===== config.mk =====
export PLATFORM = sky130hd
export DESIGN_NAME = noisy_ripple_adder
export DESIGN_NICKNAME = d
export VERILOG_FILES = /design/src/rtl/nra_pkg.sv /design/src/rtl/nra_noise_bank.sv /design/src/rtl/nra_chain.sv /design/src/rtl/noisy_ripple_adder.sv
export SDC_FILE = /design/constraint.sdc
export NUM_CORES = 1
export LEC_CHECK = 0
export CORE_MARGIN = 2
export CORE_UTILIZATION = 38
export DETAILED_ROUTE_END_ITERATION = 7
export PLACE_DENSITY = 0.64
export SYNTH_ARGS = -nofsm -noshare
export SYNTH_HDL_FRONTEND = slang
export SYNTH_SLANG_ARGS = --single-unit

===== constraint.sdc =====
create_clock -name clk -period 9.46 [get_ports clk]
set_clock_uncertainty 0.15 [all_clocks]
set_input_delay 1.892 -clock clk [delete_from_list [all_inputs] [get_ports clk]]
set_output_delay 1.892 -clock clk [all_outputs]
set_load 0.05 [all_outputs]

===== src/rtl/nra_pkg.sv =====
package nra_pkg;

    localparam int DRAW_W = 16;
    localparam logic [DRAW_W-1:0] LFSR_TAPS = 16'hB400;

    // Flip threshold out of 65536 for each supply code (0.8 V .. 1.3 V).
    function automatic logic [DRAW_W-1:0] flip_threshold(input logic [2:0] code);
        logic [DRAW_W-1:0] t;
        unique case (code)
            3'd0:    t = 16'd1514;
            3'd1:    t = 16'd832;
            3'd2:    t = 16'd426;
            3'd3:    t = 16'd184;
            3'd4:    t = 16'd85;
            default: t = 16'd0;
        endcase
        return t;
    endfunction

    // Distinct, nonzero starting state for each lane.
    function automatic logic [DRAW_W-1:0] lane_seed(input logic [DRAW_W-1:0] base, input int lane);
        logic [31:0] mix;
        logic [DRAW_W-1:0] s;
        mix = 32'(lane) * 32'h0000_9E37;
        s   = base ^ mix[DRAW_W-1:0];
        if (s == '0) s = 16'hACE1;
        return s;
    endfunction

endpackage


===== src/rtl/nra_noise_bank.sv =====
module nra_noise_bank
    import nra_pkg::*;
#(
    parameter int              LANES     = 32,
    parameter logic [15:0]     SEED_BASE = 16'h1D2B
) (
    input  logic                      clk,
    input  logic                      rst_n,
    output logic [LANES*DRAW_W-1:0]   draws_o
);

    for (genvar l = 0; l < LANES; l++) begin : g_lane
        logic [DRAW_W-1:0] state_q;
        logic [DRAW_W-1:0] state_n;

        // Advance DRAW_W Galois steps so each draw is a fresh word.
        always_comb begin
            state_n = state_q;
            for (int s = 0; s < DRAW_W; s++) begin
                state_n = state_n[0] ? ((state_n >> 1) ^ LFSR_TAPS) : (state_n >> 1);
            end
        end

        always_ff @(posedge clk or negedge rst_n) begin
            if (!rst_n) state_q <= lane_seed(SEED_BASE, l);
            else        state_q <= state_n;
        end

        assign draws_o[l*DRAW_W +: DRAW_W] = state_q;

        // a stuck-at-zero lane would silence its stage for good
        a_r7_lane_live: assert property (@(posedge clk) disable iff (!rst_n)
            state_q != '0);
    end

endmodule


===== src/rtl/nra_chain.sv =====
module nra_chain
    import nra_pkg::*;
#(
    parameter int WIDTH = 16,
    parameter int KW    = $clog2(WIDTH + 1)
) (
    input  logic [WIDTH-1:0]          a_i,
    input  logic [WIDTH-1:0]          b_i,
    input  logic                      cin_i,
    input  logic [KW-1:0]             k_i,
    input  logic [DRAW_W-1:0]         thr_i,
    input  logic [2*WIDTH*DRAW_W-1:0] draws_i,
    output logic [WIDTH-1:0]          sum_o,
    output logic                      cout_o,
    output logic                      fault_o
);

    logic [WIDTH-1:0] flip_s;
    logic [WIDTH-1:0] flip_c;

    for (genvar g = 0; g < WIDTH; g++) begin : g_stage
        logic live;
        assign live      = (KW + 1)'(g) < {1'b0, k_i};
        assign flip_s[g] = live && (draws_i[(2*g)*DRAW_W   +: DRAW_W] < thr_i);
        assign flip_c[g] = live && (draws_i[(2*g+1)*DRAW_W +: DRAW_W] < thr_i);
    end

    // Ripple: an inverted carry is what the next stage receives.
    always_comb begin
        logic carry;
        carry = cin_i;
        for (int i = 0; i < WIDTH; i++) begin
            sum_o[i] = a_i[i] ^ b_i[i] ^ carry ^ flip_s[i];
            carry    = ((a_i[i] & b_i[i]) | (a_i[i] & carry) | (b_i[i] & carry)) ^ flip_c[i];
        end
        cout_o = carry;
    end

    assign fault_o = |{flip_s, flip_c};

endmodule


===== src/rtl/noisy_ripple_adder.sv =====
module noisy_ripple_adder
    import nra_pkg::*;
#(
    parameter int          WIDTH     = 16,
    parameter logic [15:0] SEED_BASE = 16'h1D2B,
    parameter int          KW        = $clog2(WIDTH + 1)
) (
    input  logic             clk,
    input  logic             rst_n,
    input  logic             en_i,
    input  logic [WIDTH-1:0] a_i,
    input  logic [WIDTH-1:0] b_i,
    input  logic             cin_i,
    input  logic [KW-1:0]    nbits_i,
    input  logic [2:0]       vcode_i,
    output logic [WIDTH-1:0] sum_o,
    output logic             cout_o,
    output logic             fault_o
);

    localparam int LANES = 2 * WIDTH;

    logic [KW-1:0]             k_eff;
    logic [DRAW_W-1:0]         thr;
    logic [LANES*DRAW_W-1:0]   draws;
    logic [WIDTH-1:0]          sum_n;
    logic                      cout_n;
    logic                      fault_n;

    always_comb begin
        if (!en_i)                          k_eff = '0;
        else if (nbits_i > KW'(WIDTH))      k_eff = KW'(WIDTH);
        else                                k_eff = nbits_i;
    end

    assign thr = flip_threshold(vcode_i);

    nra_noise_bank #(
        .LANES     (LANES),
        .SEED_BASE (SEED_BASE)
    ) u_noise (
        .clk     (clk),
        .rst_n   (rst_n),
        .draws_o (draws)
    );

    nra_chain #(
        .WIDTH (WIDTH),
        .KW    (KW)
    ) u_chain (
        .a_i     (a_i),
        .b_i     (b_i),
        .cin_i   (cin_i),
        .k_i     (k_eff),
        .thr_i   (thr),
        .draws_i (draws),
        .sum_o   (sum_n),
        .cout_o  (cout_n),
        .fault_o (fault_n)
    );

    always_ff @(posedge clk or negedge rst_n) begin
        if (!rst_n) begin
            sum_o   <= '0;
            cout_o  <= 1'b0;
            fault_o <= 1'b0;
        end else begin
            sum_o   <= sum_n;
            cout_o  <= cout_n;
            fault_o <= fault_n;
        end
    end

    // disabled operations are never flagged
    a_r2_disabled_clean: assert property (@(posedge clk) disable iff (!rst_n)
        !en_i |=> !fault_o);

    // zero noisy stages means no fault
    a_r3_zero_bits_clean: assert property (@(posedge clk) disable iff (!rst_n)
        (nbits_i == '0) |=> !fault_o);

    // 1.3 V and the spare codes are error-free
    a_r4_high_supply_clean: assert property (@(posedge clk) disable iff (!rst_n)
        (vcode_i >= 3'd5) |=> !fault_o);

    // an unflagged result is the exact sum of the previous inputs
    a_r9_clean_is_exact: assert property (@(posedge clk) disable iff (!rst_n)
        1'b1 |=> (fault_o || ({cout_o, sum_o} ==
            ({1'b0, $past(a_i)} + {1'b0, $past(b_i)} + {{WIDTH{1'b0}}, $past(cin_i)}))));

endmodule


# Yosys cells after proc, flatten, opt, wreduce, memory -nomap -nowiden
# Index checks and enable logic that the tools add are counted.
[op_classes]
order_cmp = 49
n_eq_ne = 4
muxes = 515
bitwise = 656
n_reduce_logical = 34
[op_table]
columns = ["cell", "count"]
rows = [
  ["$mux W16", 512],
  ["$not A3 Y4", 512],
  ["$lt A16 B11 Y1", 32],
  ["$xor A1 B1 Y1", 64],
  ["$pmux W11 S5", 1],
  ["$and A1 B1 Y1", 48],
  ["$lt A4 B5 Y1 const A", 8],
  ["$logic_and A1 B1 Y1", 32],
  ["$or A1 B1 Y1", 32],
  ["$reduce_or A32 Y1", 1],
  ["$lt A3 B5 Y1 const A", 4],
  ["$lt A1 B5 Y1 const A", 2],
  ["$lt A2 B5 Y1 const A", 2],
  ["$mux W5", 2],
  ["$eq A3 B2 Y1 const B", 2],
  ["$gt A5 B5 Y1 const B", 1],
  ["$eq A3 B1 Y1 const B", 1],
  ["$eq A3 B3 Y1 const B", 1],
  ["$logic_not A3 Y1", 1],
]
[totals]
ff_bits = 530
in_bits = 44
output_inout_bits = 18

# Longest topological paths before layout
# Gate-level depths: netlist of run 1.
[depth]
word_depth = 66
ltp_mapped = 40

# Hierarchy
# A second synthesis of run 1 with hierarchy kept.
[hier_totals]
hier_cells = 3135
hier_area_um2 = 36963.0
[modules_own_cells]
columns = ["module", "instances", "cells_per_inst", "area_each_um2", "seq_area_each_um2"]
rows = [
  ["nra_noise_bank", 1, 1817, 25375.6, 13122.6],
  ["nra_chain", 1, 1281, 11008.1, 0.0],
  ["noisy_ripple_adder", 1, 37, 579.3, 450.4],
]

# Worst setup path after synthesis of run 1
# Ideal clock, no wire load.
[synth_timing]
kind = "input to register"
start = "input port vcode_i[0]"
end = "register sum_o[15]"
setup_ps = 124
arrival_time_ps = 13173
required_time_ps = 9186
path_slack_ps = -3987
stages = 38
n_path_buf = 1
path_cell_list = "clkbuf_1 > a21o_1 > ha_1 > a21o_1 > nand3_1 > a21oi_1 > or3b_2 > xor2_1 > fa_1 > xnor2_1 > fa_1 > xnor2_1 > fa_1 > xnor2_1 > fa_1 > xor2_1 > fa_1 > xnor2_1 > [2 not listed] > fa_1 > xor2_1 > fa_1 > xnor2_1 > fa_1 > xnor2_1 > fa_1 > xnor2_1 > fa_1 > xnor2_1 > fa_1 > xnor2_1 > fa_1 > xnor2_1 > fa_1 > xor2_1 > fa_1 > xor2_1"
[synth_between]
elab_chain_len = 63
word_cells_on_any_way = 111
[synth_lines]
columns = ["element", "line_no", "source"]
rows = [
  ["from (decl)", "noisy_ripple_adder.sv:15", "input logic [2:0] vcode_i,"],
  ["$eq A3 B3 Y1, or another cell as far along", "nra_pkg.sv:9", "unique case (code)"],
  ["$pmux W11 S5 (*)", "nra_pkg.sv:9", ""],
  ["$lt A16 B11 Y1", "nra_chain.sv:25", "assign flip_c[g] = live && (draws_i[(2*g+1)*DRAW_W +: DRAW_W] < thr_i);"],
  ["$logic_and A1 B1 Y1", "nra_chain.sv:25", ""],
  ["$xor A1 B1 Y1", "nra_chain.sv:34", "carry = ((a_i[i] & b_i[i]) | (a_i[i] & carry) | (b_i[i] & carry)) ^ flip_c[i];"],
  ["$and A1 B1 Y1", "nra_chain.sv:34", ""],
  ["$or A1 B1 Y1 (2 in series)", "nra_chain.sv:34", ""],
  ["$xor A1 B1 Y1", "nra_chain.sv:34", ""],
  ["[45 not listed]", "--", ""],
  ["$or A1 B1 Y1 (2 in series)", "nra_chain.sv:34", ""],
  ["$xor A1 B1 Y1", "nra_chain.sv:34", ""],
  ["$and A1 B1 Y1", "nra_chain.sv:34", ""],
  ["$or A1 B1 Y1 (2 in series)", "nra_chain.sv:34", ""],
  ["$xor A1 B1 Y1", "nra_chain.sv:34", ""],
  ["$xor A1 B1 Y1", "nra_chain.sv:33", "sum_o[i] = a_i[i] ^ b_i[i] ^ carry ^ flip_s[i];"],
  ["$xor A1 B1 Y1 (*)", "nra_chain.sv:33", ""],
  ["named net sum_n[15]", "noisy_ripple_adder.sv:26", "logic [WIDTH-1:0] sum_n;"],
  ["to (signal assigned)", "noisy_ripple_adder.sv:68", "sum_o <= sum_n;"],
  ["to (decl)", "noisy_ripple_adder.sv:16", "output logic [WIDTH-1:0] sum_o,"],
]
# Mark *: on every way through the listed nets, which the timed path passes. The rest lies on a longest branch.

# Worst setup path after layout of run 1
# Ends and elaborated chain as after synthesis.

==> results.json, run 1 <==
{
  "hold_class": "flop to flop",
  "clockPowerShare_pct": 44.6,
  "io_buffers": 61,
  "post-route-cell-area_um2": 37300,
  "wire_per_inst_um": 18.4,
  "yosysTopAreaCell": "xnor2_1",
  "layout_min_cycle_time_ps": 11500,
  "cts_sinks": 530,
  "seq_power_share_pct": 44.4,
  "p_sw_share_pct": 25.7,
  "power_switching_uw": 1340,
  "drv_slew": 0,
  "post-synth-top-count-cell": "xnor2_1",
  "fmax_mhz": 86.9,
  "synth_cell_type_count": 64,
  "peakVddDrop_v": 0.000124,
  "ys_warn_count": 0,
  "p_per_area_nw_per_um2": 140,
  "ioPinCount": 62,
  "clk_pin_slew_ps": 60,
  "synth_area_leaders": "xnor2_1, dfrtp_1, dfstp_2",
  "finalHoldViolations": 0,
  "relSlewSlack_pct": 20.4,
  "htreeDepth": 2,
  "area_growth_pct": 14.4,
  "crit_path_start_kind": "input port",
  "combPwrFrac_pct": 11.0,
  "synthCells": 2720,
  "setup_viol": 5,
  "rrSetupSlack_ps": -750,
  "place_area_um2": 35100,
  "cts_buffers": 59,
  "grt_pass1_wl_um": 120000,
  "dpl.hpwl_um": 54200,
  "final_core_util_pct": 43.8,
  "antenna_found_initial": 6,
  "syn_area_per_cell_um2": 12.0,
  "slowest_stage": "fa_2",
  "vias": 19980,
  "routed_wl_um": 74800,
  "tns_ps": -6770,
  "drt-vias-per-instance": 4.90,
  "ys_ff_latch": 530,
  "syn_area_um2": 32600,
  "crit_type": "input port to flop",
  "drcViolationCount": 0,
  "drt_iter0_drc": 1137,
  "slowest_delay_ps": 570,
  "grt_use_total_pct": 17.1,
  "fp-row-count": 107,
  "tightest_slew_ps": 1180,
  "cp.arrival_ps": 11900,
  "cts_root_buf": "clkbuf_16",
  "first_pass_iters": 5,
  "grt_start_max_net_pins": 168,
  "design.core.area_um2": 85000,
  "path_max_fanout": 4,
  "rsz0062_at_grt": "true",
  "finalCritPeriodShare_pct": 122,
  "postRouteAntennaNets": 0,
  "drive_gt1_share_pct": 16.3,
  "synth_common_cells": "xnor2_1, ha_1, xor2_1",
  "violations": "setup timing",
  "clk_path_buf_depth": 3,
  "ys_seq_area_share_pct": 41.7,
  "pre_cts_ws_ps": -3080,
  "hold_buffers": 0,
  "crit_top_cell": "fa_2",
  "gp_congestion": 0.853,
  "p_leak_uw": 0.0163,
  "cp.required_ps": 9850,
  "synth-main-ff-cell": "dfrtp_1",
  "status": "finished, violations left",
  "critPathCaptureType": "flop",
  "yosysTopAreaCellShare_pct": 25.0,
  "design.die.area_um2": 88100,
  "die_h_um": 297,
  "synth_nets": 3100,
  "synth_edf_count": 0,
  "clk_latency_ps": 640,
  "grt_pass1_vias": 21007,
  "fillers": 7873,
  "die_w_um": 297,
  "p_int_uw": 3880,
  "timing.hold.ws_ps": 334,
  "maxCapViolCount": 0,
  "fin_nets": 3261,
  "diodes": 0,
  "async_reset_ff_share_pct": 100,
  "overflow": 0,
  "initial_core_util_pct": 38.3,
  "worst_slack_ps": -2040,
  "cts_tree": "built"
}
[stage by stage]
stage	total power, µW	instances
2_1_floorplan	2640	2720
3_3_place_gp	2900	3958
3_5_place_dp	2900	3958
4_1_cts	5290	4073
5_1_grt	5440	4074
6_report	5220	4074
[placed cells by master, fill, tap and decap left out, drive strengths merged, types with 9 or more instances in the layout]
cell           Yosys  final
a211oi            31     31
clkbuf            34     93
ha               320    320
nor4              22     22
nand4b            20     20
o211ai            14     14
xor2             311    311
o21ai             31     31
nand2             58     58
a21oi             87     87
clkdlybuf4s50      0     57
nor3               9      9
xnor2            928    928
o21a               9      9
buf                7     84
inv               12     13
dfstp            248    248
nand4             34     34
dfrtp            282    282
or4               15     15
nand3             40     40
clkinv             0     11
a21o              39     39
fa                16     16
a2111oi            9      9
o2111ai           20     20
nor2              38     38
[sequential cells by signal, summed over array words and instances (netlist names)]
name / count
u_noise.g_lane.state_q: 512
sum_o: 16
cout_o: 1
fault_o: 1
[worst paths after layout]
| path | from | to | cells after the start |
|---|---|---|---|
| min in group asynchronous | rst_n | u_noise.g_lane[28].state_q[13]$_DFF_PN0_ | 1 |
| max in group asynchronous | rst_n | u_noise.g_lane[6].state_q[2]$_DFF_PN0_ | 2 |
| worst min-delay path | u_noise.g_lane[1].state_q[12]$_DFF_PN0_ | u_noise.g_lane[1].state_q[9]$_DFF_PN1_ | 1 |
| worst min register to register | u_noise.g_lane[1].state_q[12]$_DFF_PN0_ | u_noise.g_lane[1].state_q[9]$_DFF_PN1_ | 1 |
| worst max register to register | u_noise.g_lane[1].state_q[9]$_DFF_PN1_ | sum_o[15]$_DFF_PN0_ | 35 |
| worst max-delay path | vcode_i[0] | sum_o[15]$_DFF_PN0_ | 40 |
[layer usage]
layer	vias to the layer above	part of all wire, %	track usage (%)
met5	-	0.068	0
met3	103	4.7	2.87
met1	9878	49	24.4
met2	300	45	26.9
met4	8	2.2	4.31
li1	9691	-	-
[final cells by class]
cell class	count	area [µm²]	area share, %
inverters	12	45.0	0.121
flip-flops and latches	530	13600	36.4
well taps	1144	1430	3.84
repair buffers	141	1270	3.42
multi-input cells	2137	19000	50.9
clock inverters	17	203	0.544
clock buffers	93	1760	4.71
[worst max-delay path, delay by kind of cell]
family / cells / cell delay [ps]
XOR/XNOR: 16 / 2520
AND/OR/NAND/NOR: 3 / 920
adder cells (fa/ha/maj): 16 / 5940
buffers and inverters: 2 / 240
AO/OA/AOI/OAI: 3 / 350
[power by group through the flow]
stage | clock (µW) | combinational, µW | sequential [µW]
after global placement | 0 | 546 | 2360
after detailed placement | 0 | 550 | 2350
after global routing | 2500 | 620 | 2320
after floorplan | 0 | 194 | 2450
final | 2330 | 576 | 2320
after CTS | 2400 | 575 | 2320
[cell families after synthesis]
kind of cell,after synthesis,synth area share [%]
XOR/XNOR,1239,33.3
flip-flops,530,41.7
adder cells (fa/ha/maj),336,13.3
AO/OA/AOI/OAI,289,6.24
AND/OR/NAND/NOR,273,4.74
buffers and inverters,53,0.749
[what timing repair did]
action | CTS | global route
setup endpoints to repair | 6 | 6
resized for setup | 42 | 4
pin swaps | 10 | 5
setup buffers | 5 | 1
endpoints found under the hold margin | 0 | 0
No activity file was read; power rests on OpenSTA's default activity.
==> run 2, diff against run 1 <==
- CORE_UTILIZATION: 38 -> 40
- PLACE_DENSITY: 0.64 -> 0.66
- SETUP_SLACK_MARGIN: unset -> 0.15
==> run 2 against run 1 <==
  * The flow still finishes with violations (setup timing)
  * Routed wire length increased by 0.42%
  * Clock power increased by 6%
  * Register-to-register slack about the same
  * Non-clock buffer count increased by 3
  * Core utilization increased by 2.5 points
  * Maximum frequency increased by 0.14%
  * Via count decreased by 0.56%
  * Critical endpoint unchanged
  * Largest power group unchanged
==> results.json, run 2 (synthesis results as in run 1) <==
{
  "status": "finished, violations left",
  "violations": "setup timing",
  "peakVddDrop_v": 0.000158,
  "postRouteAntennaNets": 0,
  "routed_wl_um": 75100,
  "grtUsageMet3_pct": 3.12,
  "fin_nets": 3265,
  "finalHoldViolations": 0,
  "overflow": 0,
  "reg_top3": "u_noise.g_lane.state_q: 512 flops, sum_o: 16 flops",
  "drcViolationCount": 0,
  "maxCapViolCount": 0,
  "design.die.area_um2": 83700,
  "layout_commonest_cell": "xnor2_1",
  "clockPowerShare_pct": 46.1,
  "tightest_slew_ps": 990,
  "p_leak_uw": 0.0163,
  "seq_power_share_pct": 43.1,
  "fillers": 7207,
  "vias": 19868,
  "layout_common_cells": "xnor2_1, ha_1, xor2_1, dfrtp_1, dfstp_2",
  "htreeDepth": 2,
  "critPathCaptureType": "flop",
  "p_int_uw": 4010,
  "worst_slack_ps": -2030,
  "fmax_mhz": 87.0,
  "grt_start_max_net_pins": 162,
  "grt_pass1_wl_um": 121000,
  "cp.arrival_ps": 11890,
  "cts_tree": "built",
  "die_h_um": 289,
  "met2_usage_pct": 28.2,
  "rsz0062_at_grt": "true",
  "busiest_layer": "met2",
  "grt.met1_usage_pct": 26.9,
  "slowest_delay_ps": 550,
  "initial_core_util_pct": 40.4,
  "first_pass_iters": 5,
  "area_growth_pct": 14.5,
  "io_buffers": 61,
  "cts_sinks": 530,
  "clk_path_buf_depth": 3,
  "path_max_fanout": 4,
  "grt_pass1_vias": 20871,
  "finalCritPeriodShare_pct": 121,
  "design.core.area_um2": 80500,
  "crit_type": "input port to flop",
  "grt_use_total_pct": 18.4,
  "regMostFlops": "u_noise.g_lane.state_q",
  "drive_gt1_share_pct": 16.9,
  "p_per_area_nw_per_um2": 145,
  "tns_ps": -6890,
  "crit_path_start_kind": "input port",
  "final_core_util_pct": 46.3,
  "ioPinCount": 62,
  "fp-row-count": 104,
  "cp.required_ps": 9860,
  "die_w_um": 289,
  "p_sw_share_pct": 25.6,
  "gp_congestion": 0.873,
  "diodes": 0,
  "cts_buffers": 60,
  "relSlewSlack_pct": 34.0,
  "power_switching_uw": 1380,
  "cts_root_buf": "clkbuf_16",
  "drt_iter0_drc": 1110,
  "setup_viol": 6,
  "antenna_found_initial": 1,
  "clk_latency_ps": 630,
  "largest_reg_flops": 512,
  "layout_min_cycle_time_ps": 11490,
  "crit_top_cell": "fa_2",
  "hold_class": "flop to flop",
  "dpl.hpwl_um": 54900,
  "wire_per_inst_um": 18.8,
  "slowest_stage": "fa_2",
  "clk_pin_slew_ps": 60,
  "combPwrFrac_pct": 10.8,
  "drt-vias-per-instance": 4.97,
  "drv_slew": 0
}
## run 2: changes by cell type in the layout (fill, tap and decap cells not counted), sizes merged
cell,delta
inv,+1
clkinv,+2
clkbuf,-8
buf,+3
clkinvlp,+3
bufinv,+4
## run 2: per-stage QoR
stage / instances / hold WS [ps] / area [µm²] / worst slack, ps / total power, µW
floorplan: 2720 / 294 / 32600 / -2490 / 2640
global placement: 3881 / 327 / 35000 / -2840 / 2920
detailed placement: 3881 / 325 / 35000 / -3040 / 2920
CTS: 3995 / 339 / 37300 / -1990 / 5460
global route: 3995 / 366 / 37300 / -2230 / 5600
finish: 3995 / 337 / 37300 / -2030 / 5390
## run 2: worst paths after layout
check | to | startpoint | cells after the start | slack [ps]
max | sum_o[15]$_DFF_PN0_ | vcode_i[1] | 40 | -2030
min | u_noise.g_lane[25].state_q[9]$_DFF_PN1_ | u_noise.g_lane[25].state_q[12]$_DFF_PN0_ | 1 | 340
max reg2reg | sum_o[15]$_DFF_PN0_ | u_noise.g_lane[1].state_q[9]$_DFF_PN1_ | 35 | -760
min reg2reg | u_noise.g_lane[25].state_q[9]$_DFF_PN1_ | u_noise.g_lane[25].state_q[12]$_DFF_PN0_ | 1 | 340
max in group asynchronous | u_noise.g_lane[20].state_q[9]$_DFF_PN0_ | rst_n | 3 | 6070
min in group asynchronous | u_noise.g_lane[30].state_q[2]$_DFF_PN0_ | rst_n | 1 | 1060
## run 2: timing repair
action,in CTS,in global routing
cloned,0,0
buffers inserted,2,0
resized for setup,41,3
hold endpoints to repair,0,0
pin swaps,8,1
hold buffers,0,0
endpoints found under the setup margin,7,6
## run 2: worst max-delay path, delay by kind of cell
kind                       cells  cell delay [ps]
buffers and inverters          2              200
xor gates and xnor gates      16             2570
AOI/OAI and AO/OA              3              360
adders and majority gates     16             5940
and+or+nand+nor                3              930
## run 2: layer usage
layer  share of wire (%)  vias up  wire length (µm)
met4                 2.3        0              1710
met5                   0        -                 0
li1                    -     9666                 -
met1                  49     9810             36800
met2                  44      303             32900
met3                 4.9       89              3690
## run 2: area by class of cell
cell class | count | area, µm² | area share, %
Multi-Input combinational cell | 2137 | 19000 | 51.0
Clock buffer | 85 | 1750 | 4.68
Tap cell | 1060 | 1330 | 3.56
Timing Repair Buffer | 144 | 1250 | 3.34
Inverter | 12 | 45.0 | 0.121
Sequential cell | 530 | 13600 | 36.4
Clock inverter | 27 | 357 | 0.956
## run 2: power groups by stage
stage	clock, µW	combinational (µW)	sequential (µW)
6_report	2480	582	2320
5_1_grt	2650	629	2330
4_1_cts	2550	586	2320
3_5_place_dp	0	559	2360
3_3_place_gp	0	551	2360
2_1_floorplan	0	194	2450
